<file path="src/rtl/epp_wr_pkg.sv">
package epp_wr_pkg;
  typedef enum logic [2:0] {
    ST_IDLE  = 3'd0,
    ST_SETUP = 3'd1,
    ST_STB   = 3'd2,
    ST_HOLD  = 3'd3,
    ST_REL   = 3'd4
  } epp_st_e;
endpackage

</file>
<file path="src/rtl/epp_wr_timer.sv">
module epp_wr_timer #(
  parameter int W = 8
) (
  input  logic         clk_i,
  input  logic         rst_ni,
  input  logic         load_i,
  input  logic [W-1:0] val_i,
  input  logic         dec_i,
  output logic         zero_o
);
  logic [W-1:0] cnt_q;

  always_ff @(posedge clk_i or negedge rst_ni) begin
    if (!rst_ni)                 cnt_q <= '0;
    else if (load_i)             cnt_q <= val_i;
    else if (dec_i && cnt_q != 0) cnt_q <= cnt_q - 1'b1;
  end

  assign zero_o = (cnt_q == '0);
endmodule

</file>
<file path="src/rtl/epp_wr_status.sv">
module epp_wr_status (
  input  logic clk_i,
  input  logic rst_ni,
  input  logic set_i,
  input  logic clr_i,
  output logic flag_o
);
  always_ff @(posedge clk_i or negedge rst_ni) begin
    if (!rst_ni)     flag_o <= 1'b0;
    else if (set_i)  flag_o <= 1'b1;  // set wins over clear
    else if (clr_i)  flag_o <= 1'b0;
  end

  AST_SET_STICKS: assert property (@(posedge clk_i) disable iff (!rst_ni)
    set_i |=> flag_o);
  AST_HOLD_NO_CLR: assert property (@(posedge clk_i) disable iff (!rst_ni)
    (flag_o && !clr_i) |=> flag_o);
endmodule

</file>
<file path="src/rtl/epp_wr_fsm.sv">
module epp_wr_fsm
  import epp_wr_pkg::*;
#(
  parameter int CW      = 8,
  parameter int SETUP_V = 1,
  parameter int TMO_V   = 1,
  parameter int HOLD_V  = 1
) (
  input  logic          clk_i,
  input  logic          rst_ni,
  input  logic          bus_wr_i,
  input  logic          dir_i,
  input  logic          per_wait_i,
  input  logic          cnt_zero_i,
  output epp_st_e       state_o,
  output logic          cap_o,
  output logic          ld_o,
  output logic [CW-1:0] ld_val_o,
  output logic          dec_o,
  output logic          tmo_set_o
);
  epp_st_e st_q, st_d;
  logic    wr_prev_q;
  logic    start;

  assign start = bus_wr_i && !wr_prev_q && !dir_i && !per_wait_i;

  always_ff @(posedge clk_i or negedge rst_ni) begin
    if (!rst_ni) begin
      st_q      <= ST_IDLE;
      wr_prev_q <= 1'b0;
    end else begin
      st_q      <= st_d;
      wr_prev_q <= bus_wr_i;
    end
  end

  always_comb begin
    st_d      = st_q;
    cap_o     = 1'b0;
    ld_o      = 1'b0;
    ld_val_o  = '0;
    dec_o     = 1'b0;
    tmo_set_o = 1'b0;
    unique case (st_q)
      ST_IDLE: if (start) begin
        st_d     = ST_SETUP;
        cap_o    = 1'b1;
        ld_o     = 1'b1;
        ld_val_o = CW'(SETUP_V);
      end
      ST_SETUP: begin
        if (cnt_zero_i) begin
          st_d     = ST_STB;
          ld_o     = 1'b1;
          ld_val_o = CW'(TMO_V);
        end else dec_o = 1'b1;
      end
      ST_STB: begin
        if (per_wait_i) st_d = ST_HOLD;
        else if (cnt_zero_i) begin
          st_d      = ST_HOLD;
          tmo_set_o = 1'b1;
        end else dec_o = 1'b1;
      end
      ST_HOLD: if (!bus_wr_i) begin
        st_d     = ST_REL;
        ld_o     = 1'b1;
        ld_val_o = CW'(HOLD_V);
      end
      ST_REL: begin
        if (cnt_zero_i) st_d = ST_IDLE;
        else dec_o = 1'b1;
      end
      default: st_d = ST_IDLE;
    endcase
  end

  assign state_o = st_q;

  AST_DIR_BLOCKS: assert property (@(posedge clk_i) disable iff (!rst_ni)
    (st_q == ST_IDLE && dir_i) |=> st_q == ST_IDLE);
  AST_WAIT_BLOCKS: assert property (@(posedge clk_i) disable iff (!rst_ni)
    (st_q == ST_IDLE && per_wait_i) |=> st_q == ST_IDLE);
  AST_ACK_ENDS_STB: assert property (@(posedge clk_i) disable iff (!rst_ni)
    (st_q == ST_STB && per_wait_i) |=> st_q == ST_HOLD);
endmodule

</file>
<file path="src/rtl/epp_wr_ctrl.sv">
module epp_wr_ctrl
  import epp_wr_pkg::*;
#(
  parameter int DW         = 8,
  parameter int SETUP_CLKS = 1,
  parameter int HOLD_CLKS  = 1,
  parameter int TMO_CLKS   = 1000
) (
  input  logic          clk_i,
  input  logic          rst_ni,
  input  logic          bus_wr_i,
  input  logic          bus_addr_sel_i,
  input  logic [DW-1:0] bus_data_i,
  input  logic          dir_i,
  input  logic          tmo_clr_i,
  input  logic          per_wait_i,
  output logic [DW-1:0] par_data_o,
  output logic          par_data_oe_o,
  output logic          write_no,
  output logic          data_stb_no,
  output logic          addr_stb_no,
  output logic          bus_rdy_o,
  output logic          tmo_o
);
  localparam int MAX_A = (SETUP_CLKS > HOLD_CLKS) ? SETUP_CLKS : HOLD_CLKS;
  localparam int MAX_C = (TMO_CLKS > MAX_A) ? TMO_CLKS : MAX_A;
  localparam int CW    = $clog2(MAX_C + 1);

  epp_st_e       st;
  logic          cap, ld, dec, cnt_zero, tmo_set;
  logic [CW-1:0] ld_val;
  logic [DW-1:0] data_q;
  logic          sel_q;
  logic          active, stb_on;

  epp_wr_fsm #(
    .CW(CW), .SETUP_V(SETUP_CLKS - 1), .TMO_V(TMO_CLKS - 1), .HOLD_V(HOLD_CLKS - 1)
  ) u_fsm (
    .clk_i, .rst_ni, .bus_wr_i, .dir_i, .per_wait_i,
    .cnt_zero_i(cnt_zero), .state_o(st), .cap_o(cap), .ld_o(ld),
    .ld_val_o(ld_val), .dec_o(dec), .tmo_set_o(tmo_set)
  );

  epp_wr_timer #(.W(CW)) u_tmr (
    .clk_i, .rst_ni, .load_i(ld), .val_i(ld_val), .dec_i(dec), .zero_o(cnt_zero)
  );

  epp_wr_status u_sts (
    .clk_i, .rst_ni, .set_i(tmo_set), .clr_i(tmo_clr_i), .flag_o(tmo_o)
  );

  always_ff @(posedge clk_i or negedge rst_ni) begin
    if (!rst_ni) begin
      data_q <= '0;
      sel_q  <= 1'b0;
    end else if (cap) begin
      data_q <= bus_data_i;
      sel_q  <= bus_addr_sel_i;
    end
  end

  assign active        = (st != ST_IDLE);
  assign stb_on        = (st == ST_STB) || (st == ST_HOLD);
  assign par_data_o    = data_q;
  assign par_data_oe_o = active;
  assign write_no      = !active;
  assign data_stb_no   = !(stb_on && !sel_q);
  assign addr_stb_no   = !(stb_on && sel_q);
  assign bus_rdy_o     = !((st == ST_SETUP) || (st == ST_STB));

  AST_STB_EXCL: assert property (@(posedge clk_i) disable iff (!rst_ni)
    $countones({~data_stb_no, ~addr_stb_no}) <= 1);
  AST_WR_BEFORE_STB: assert property (@(posedge clk_i) disable iff (!rst_ni)
    $fell(data_stb_no && addr_stb_no) |-> $past(!write_no));
  AST_DATA_STEADY: assert property (@(posedge clk_i) disable iff (!rst_ni)
    (!write_no && $past(!write_no)) |-> $stable(par_data_o));
  AST_STB_AFTER_BUS: assert property (@(posedge clk_i) disable iff (!rst_ni)
    $rose(data_stb_no && addr_stb_no) |-> $past(!bus_wr_i));
  AST_WR_AFTER_STB: assert property (@(posedge clk_i) disable iff (!rst_ni)
    $rose(write_no) |-> $past(data_stb_no && addr_stb_no));
  AST_TMO_IN_STB: assert property (@(posedge clk_i) disable iff (!rst_ni)
    $rose(tmo_o) |-> $past(!(data_stb_no && addr_stb_no) && !per_wait_i));
endmodule

</file>
<file path="config.mk">
export PLATFORM = sky130hd
export DESIGN_NAME = epp_wr_ctrl
export DESIGN_NICKNAME = d
export VERILOG_FILES = /design/src/rtl/epp_wr_pkg.sv /design/src/rtl/epp_wr_timer.sv /design/src/rtl/epp_wr_status.sv /design/src/rtl/epp_wr_fsm.sv /design/src/rtl/epp_wr_ctrl.sv
export SDC_FILE = /design/constraint.sdc
export NUM_CORES = 1
export LEC_CHECK = 0
export ABC_AREA = 1
export BUFFER_PORTS_ARGS = -buffer_cell sky130_fd_sc_hd__buf_2
export CAP_MARGIN = 5
export CORE_MARGIN = 5
export CORE_UTILIZATION = 30
export CTS_CLUSTER_DIAMETER = 40
export DETAILED_ROUTE_END_ITERATION = 10
export GPL_ROUTABILITY_DRIVEN = 0
export PLACE_DENSITY = 0.48
export SLEW_MARGIN = 10
export SYNTH_ARGS = -nofsm -noshare
export SYNTH_HDL_FRONTEND = slang
export SYNTH_SLANG_ARGS = --single-unit
</file>
<file path="constraint.sdc">
create_clock -name clk_i -period 4 [get_ports clk_i]
set_clock_uncertainty 0.15 [all_clocks]
set_input_delay 0.8 -clock clk_i [delete_from_list [all_inputs] [get_ports clk_i]]
set_output_delay 0.8 -clock clk_i [all_outputs]
set_load 0.02 [all_outputs]
</file>
### Word level (Yosys, flattened, before mapping)

Index checks and enable logic that the tools add are counted.

* word-level logic and storage cells: 63
* input bits: 15
* register bits after elaboration: 24

* add/subtract/negate cells: 1
* mux-type cells: 23
* reductions and logical operators: 24
* equal/unequal tests: 9

Operator list (count)
* $mux W10: 4
* $mux W3: 6
* $pmux W3 S5: 1
* $logic_not A10 Y1: 1
* $mux W1: 10
* $reduce_bool A10 Y1: 1
* $sub A10 B1 Y10 const B: 1
* $logic_not A1 Y1: 8
* $eq A3 B2 Y1 const B: 2
* $logic_and A1 B1 Y1: 6
* $ne A2 B2 Y1 const B: 3
* $reduce_and A5 Y1: 1
* $reduce_bool A2 Y1: 2
* $eq A3 B1 Y1 const B: 1
* $eq A3 B3 Y1 const B: 1
* $logic_not A3 Y1: 1
* $ne A3 B3 Y1 const B: 1
* $pmux W1 S3: 1
* $reduce_bool A3 Y1: 1
* $logic_or A1 B1 Y1: 2
* $ne A2 B1 Y1 const B: 1
* $pmux W1 S2: 1
* $reduce_or A2 Y1: 1

### Longest topological paths before layout

* word-level depth: 7
* depth in mapped cells: 10
* gate-level depth less buffers: 10

### By module

A second synthesis with hierarchy kept.

* cells, all modules: 225
* area total of the unflattened synthesis: 1547.7 um2

By module, submodules not included
* epp_wr_timer: seq. area each 250.2 um2, cells an instance 118, area each 758.2 um2, times used 1
* epp_wr_ctrl: seq. area each 225.2 um2, cells an instance 48, area each 406.6 um2, times used 1
* epp_wr_fsm: seq. area each 100.1 um2, cells an instance 54, area each 342.8 um2, times used 1
* epp_wr_status: seq. area each 25.0 um2, cells an instance 5, area each 40.0 um2, times used 1

### Least setup slack after synthesis

No wires, ideal clock.

* kind: input -> register
* from: input port bus_wr_i
* to: register u_tmr.cnt_q[0]
* arrival: 1563 ps
* slack: 2159 ps
* required time: 3722 ps
* buffers on the path: 0
* stages on the path: 7
* setup time: 128 ps
* cell sequence: inv_1 > nor2_1 > nand2_1 > nor2_1 > nor2_2 > a21oi_2 > a21oi_1

* longest elaborated chain between the ends: 6
* elaborated cells on any way between the ends: 8
* classes of those cells: mux (4); reduce/logical (4)

Ends and longest elaborated chain
* start: declaration: line epp_wr_ctrl.sv:11 `input logic bus_wr_i,`
* $logic_and A1 B1 Y1 (3 in a row): line epp_wr_fsm.sv:26 `assign start = bus_wr_i && !wr_prev_q && !dir_i && !per_wait_i;`
* $mux W1: line epp_wr_fsm.sv:46 `ST_IDLE: if (start) begin`
* $pmux W1 S3 *: line epp_wr_fsm.sv:45 `unique case (st_q)`
* $mux W10 or $reduce_bool A2 Y1 (tied branches)
* end signal: assignment: line epp_wr_timer.sv:15 `else if (load_i) cnt_q <= val_i;`
* end signal: assignment: line epp_wr_timer.sv:16 `else if (dec_i && cnt_q != 0) cnt_q <= cnt_q - 1'b1;`
* end: declaration: line epp_wr_timer.sv:11 `logic [W-1:0] cnt_q;`

Every way passes the cells marked *; elsewhere a longest branch is shown, timed or not.
A chain may end at the register's enable or synchronous reset.

### Final worst setup path

* from: register u_fsm.st_q[0], in the netlist u_fsm.state_o[0]
* to: output port data_stb_no

* longest elaborated chain between the ends: 4
* elaborated cells on any way between the ends: 5
* classes of those cells: eq/ne (2); reduce/logical (3)

Ends and longest elaborated chain
* start: declaration: line epp_wr_fsm.sv:22 `epp_st_e st_q, st_d;`
* start signal: assignment: line epp_wr_fsm.sv:33 `st_q <= st_d;`
* $eq A3 B2 Y1: line epp_wr_ctrl.sv:63 `assign stb_on = (st == ST_STB) || (st == ST_HOLD);`
* $logic_or A1 B1 Y1 *: line epp_wr_ctrl.sv:63
* $logic_and A1 B1 Y1 *: line epp_wr_ctrl.sv:67 `assign data_stb_no = !(stb_on && !sel_q);`
* $logic_not A1 Y1 *: line epp_wr_ctrl.sv:67
* end: declaration: line epp_wr_ctrl.sv:20 `output logic data_stb_no,`

Marks and branches as above.

==> summary.md <==
| Metric | Value |
|---|---|
| Post-CTS resize count | `0` |
| Post-CTS Setup Repair Bufs | `0` |
| Crit-path max cell delay | `0.45 ns` |
| Syn Area/Cell | `7.23 um^2` |
| Hold crit path type | `reg2reg` |
| Area growth syn-to-layout | `19.7%` |
| CTS buffer count | `3` |
| Cell breakdown of the critical path | `nor2_1 > nand2_1 > nand2_1 > nand2_1 > buf_2` |
| Vias post-DR | `1230` |
| Crit-path most repeated cell | `nand2_1` |
| Final ANT Viol Nets | `0` |
| Largest net degree at the start of global routing | `25` |
| CP max FO | `6` |
| Avg Vias per Cell | `4.49` |
| Core area | `4410 um^2` |
| Syn Inst Count | `191` |
| Post-synth top area share | `0.435` |
| Pre-CTS WS | `1.41 ns` |
| Synth warnings | `0` |
| DRT Pass-1 Iters | `4` |
| Maximum root-to-sink buffer count | `2` |
| CTS root buf | `clkbuf_8` |
| Synth area leader | `dfrtp_1` |
| Worst-path clk slew | `0.09 ns` |
| Post-synthesis xor/xnor area fraction | `0.0127` |
| H-Tree Depth | `1` |
| Initial antenna violation count | `0` |
| Synth Area in Compound Gates | `0.0653` |
| Worst vdd ir | `0.267 mV` |
| Row count | `24` |
| Critical path arrival | `1.31 ns` |
| Yosys cell types | `25` |
| Required @ worst endpoint | `3.05 ns` |
| Sum Neg Setup Slack | `0 ns` |
| Die Width | `77.8 um` |
| Mux cell area share after synthesis | `0` |
| Syn nets | `208` |
| DRC | `0` |
| # port buffers | `28` |
| TritonCTS clock tree | `yes` |
| Die Area | `6060 um^2` |
| Tightest Pin Transition | `0.662 ns` |
| Power Dens Cells | `793 nW/um^2` |
| R2r setup slk | `1.96 ns` |
| Fmax | `0.442 GHz` |
| Crit share post-route | `0.565` |
| Simple-gate share of the synthesized area | `0.392` |
| Max-Slew Margin vs Limit | `0.557` |
| Antenna diodes | `0` |
| Largest family of logic cells by synthesized area | `simple AND/OR/NAND/NOR gates` |
| Status | `completed` |
| Max-cap viol count | `0` |
| DRT Wirelength | `3200 um` |
| Nets | `240` |
| WL/cell | `11.7 um` |
| Slowest stage cell, crit path | `dfrtp_1` |
| Vias in the first global route | `1118` |
| Crit Path Class | `reg2out` |
| Hold buffer count at cts | `0` |
| First-pass GRT wire length | `5260 um` |
| Critical Path Source Type | `flip-flop` |
| Worst setup slack after layout | `1.74 ns` |
| Final hold violations | `0` |
| Synth top area cells | `dfrtp_1, nand2_1, inv_1` |
| Synth Area in Adders | `0.0181` |
| Starting Density | `0.313` |
| Seq/Total Area, Yosys | `0.435` |
| Worst skew pair latency | `0.27 ns` |
| Period minus WS final | `2.26 ns` |
| Layout cells sized above 1 | `0.212` |
| Final setup viols | `0` |
| GRT Util Overall | `0.108` |
| Top Ports | `29` |
| Die H | `77.8 um` |
| Gr ovfl total | `0` |
| Register bit total from synthesis | `24` |
| Detailed Place HPWL | `2450 um` |
| Synthesized area | `1380 um^2` |
| Max-slew violations | `0` |
| RSZ-0062 raised after global routing | `no` |
| CP endpoint kind | `output pin` |
| DR iter-0 viols | `55` |
| Num Clock Sinks | `24` |
| Leakage power total | `0.000914 uW` |
power by group:
| group | internal, uW | switching, uW | total, uW |
|---|---|---|---|
| combinational | 225 | 444 | 668 |
| clock | 134 | 81.6 | 216 |
| sequential | 343 | 83.0 | 426 |
routing by layer:
metal	up-vias	wire length [um]	global-route usage
met5	-	0	0
met4	0	57	0.0412
met3	5	137	0.0197
met2	26	1410	0.159
met1	543	1590	0.155
li1	656	-	-
registers in the layout, indices dropped and copies added (netlist names):
signal / cells
sel_q: 1
u_tmr.cnt_q: 10
u_sts.flag_o: 1
par_data_o: 8
u_fsm.wr_prev_q: 1
u_fsm.state_o: 3
worst paths after layout:
kind | startpoint | end | cells after the start
min in group asynchronous | rst_ni | u_fsm.state_o[1]$_DFFE_PN0P_ | 1
hold / removal | par_data_o[0]$_DFFE_PN0P_ | par_data_o[0]$_DFFE_PN0P_ | 2
setup / recovery | u_fsm.state_o[0]$_DFFE_PN0P_ | data_stb_no | 5
max in group asynchronous | rst_ni | u_tmr.cnt_q[1]$_DFFE_PN0P_ | 1
hold reg to reg | par_data_o[0]$_DFFE_PN0P_ | par_data_o[0]$_DFFE_PN0P_ | 2
setup reg to reg | u_fsm.state_o[0]$_DFFE_PN0P_ | u_tmr.cnt_q[0]$_DFFE_PN0P_ | 6
placed cells by master (no fill, tap or decap), drive strengths merged:
| cell | n |
|---|---|
| nand2 | 71 |
| ha | 2 |
| a21oi | 5 |
| nor2 | 24 |
| inv | 27 |
| nor3 | 3 |
| nand3b | 2 |
| nand4 | 1 |
| xor2 | 1 |
| nand3 | 17 |
| clkbuf | 3 |
| buf | 28 |
| xnor2 | 1 |
| o22ai | 1 |
| o21ai | 11 |
| bufinv | 1 |
| dfrtp | 24 |
worst max-delay path, delay by kind of cell, from the launching register on:
| kind | cells | cell delay (ns) |
|---|---|---|
| buffers and inverters | 1 | 0.15 |
| and+or+nand+nor | 4 | 0.43 |
| DFF | 1 | 0.45 |
cell families (layout without fill, tap and decap cells):
kind of cell | Yosys count | count (layout)
buffers and inverters | 28 | 59
AO/OA/AOI/OAI | 17 | 17
flip-flops | 24 | 24
adder cells (fa/ha/maj) | 2 | 2
XOR/XNOR | 2 | 2
AND/OR/NAND/NOR | 118 | 118
cells in the mapped netlist:
library cell / number
a21oi_1: 4
a21oi_2: 1
buf_2: 1
dfrtp_1: 24
ha_1: 2
inv_1: 24
inv_2: 3
nand2_1: 68
nand2_2: 2
nand2_4: 1
nand3_1: 14
nand3_2: 1
nand3_4: 2
nand3b_1: 2
nand4_1: 1
nor2_1: 20
nor2_2: 3
nor2_4: 1
nor3_1: 2
nor3_2: 1
o21ai_0: 8
o21ai_1: 3
o22ai_1: 1
xnor2_1: 1
xor2_1: 1
stage by stage:
step / hold slack, ns / util / total power (uW) / area, um^2 / cells
finish: 0.326 / 0.374 / 1310 / 1650 / 274
floorplan: 0.345 / - / 916 / 1380 / 191
global placement: 0.303 / 0.358 / 1110 / 1580 / 270
detailed placement: 0.307 / 0.358 / 1110 / 1580 / 270
CTS: 0.332 / 0.374 / 1330 / 1650 / 274
global route: 0.359 / 0.374 / 1430 / 1650 / 274
area by class of cell:
cell class,count,area (um^2)
fill,469,2760
multi-input combinational,139,673
sequential,24,601
timing repair buffer,28,140
inverter,27,101
tap,52,65.1
clock buffer,3,41.3
clock inverter,1,30.0
Power figures use the tool's default switching activity.
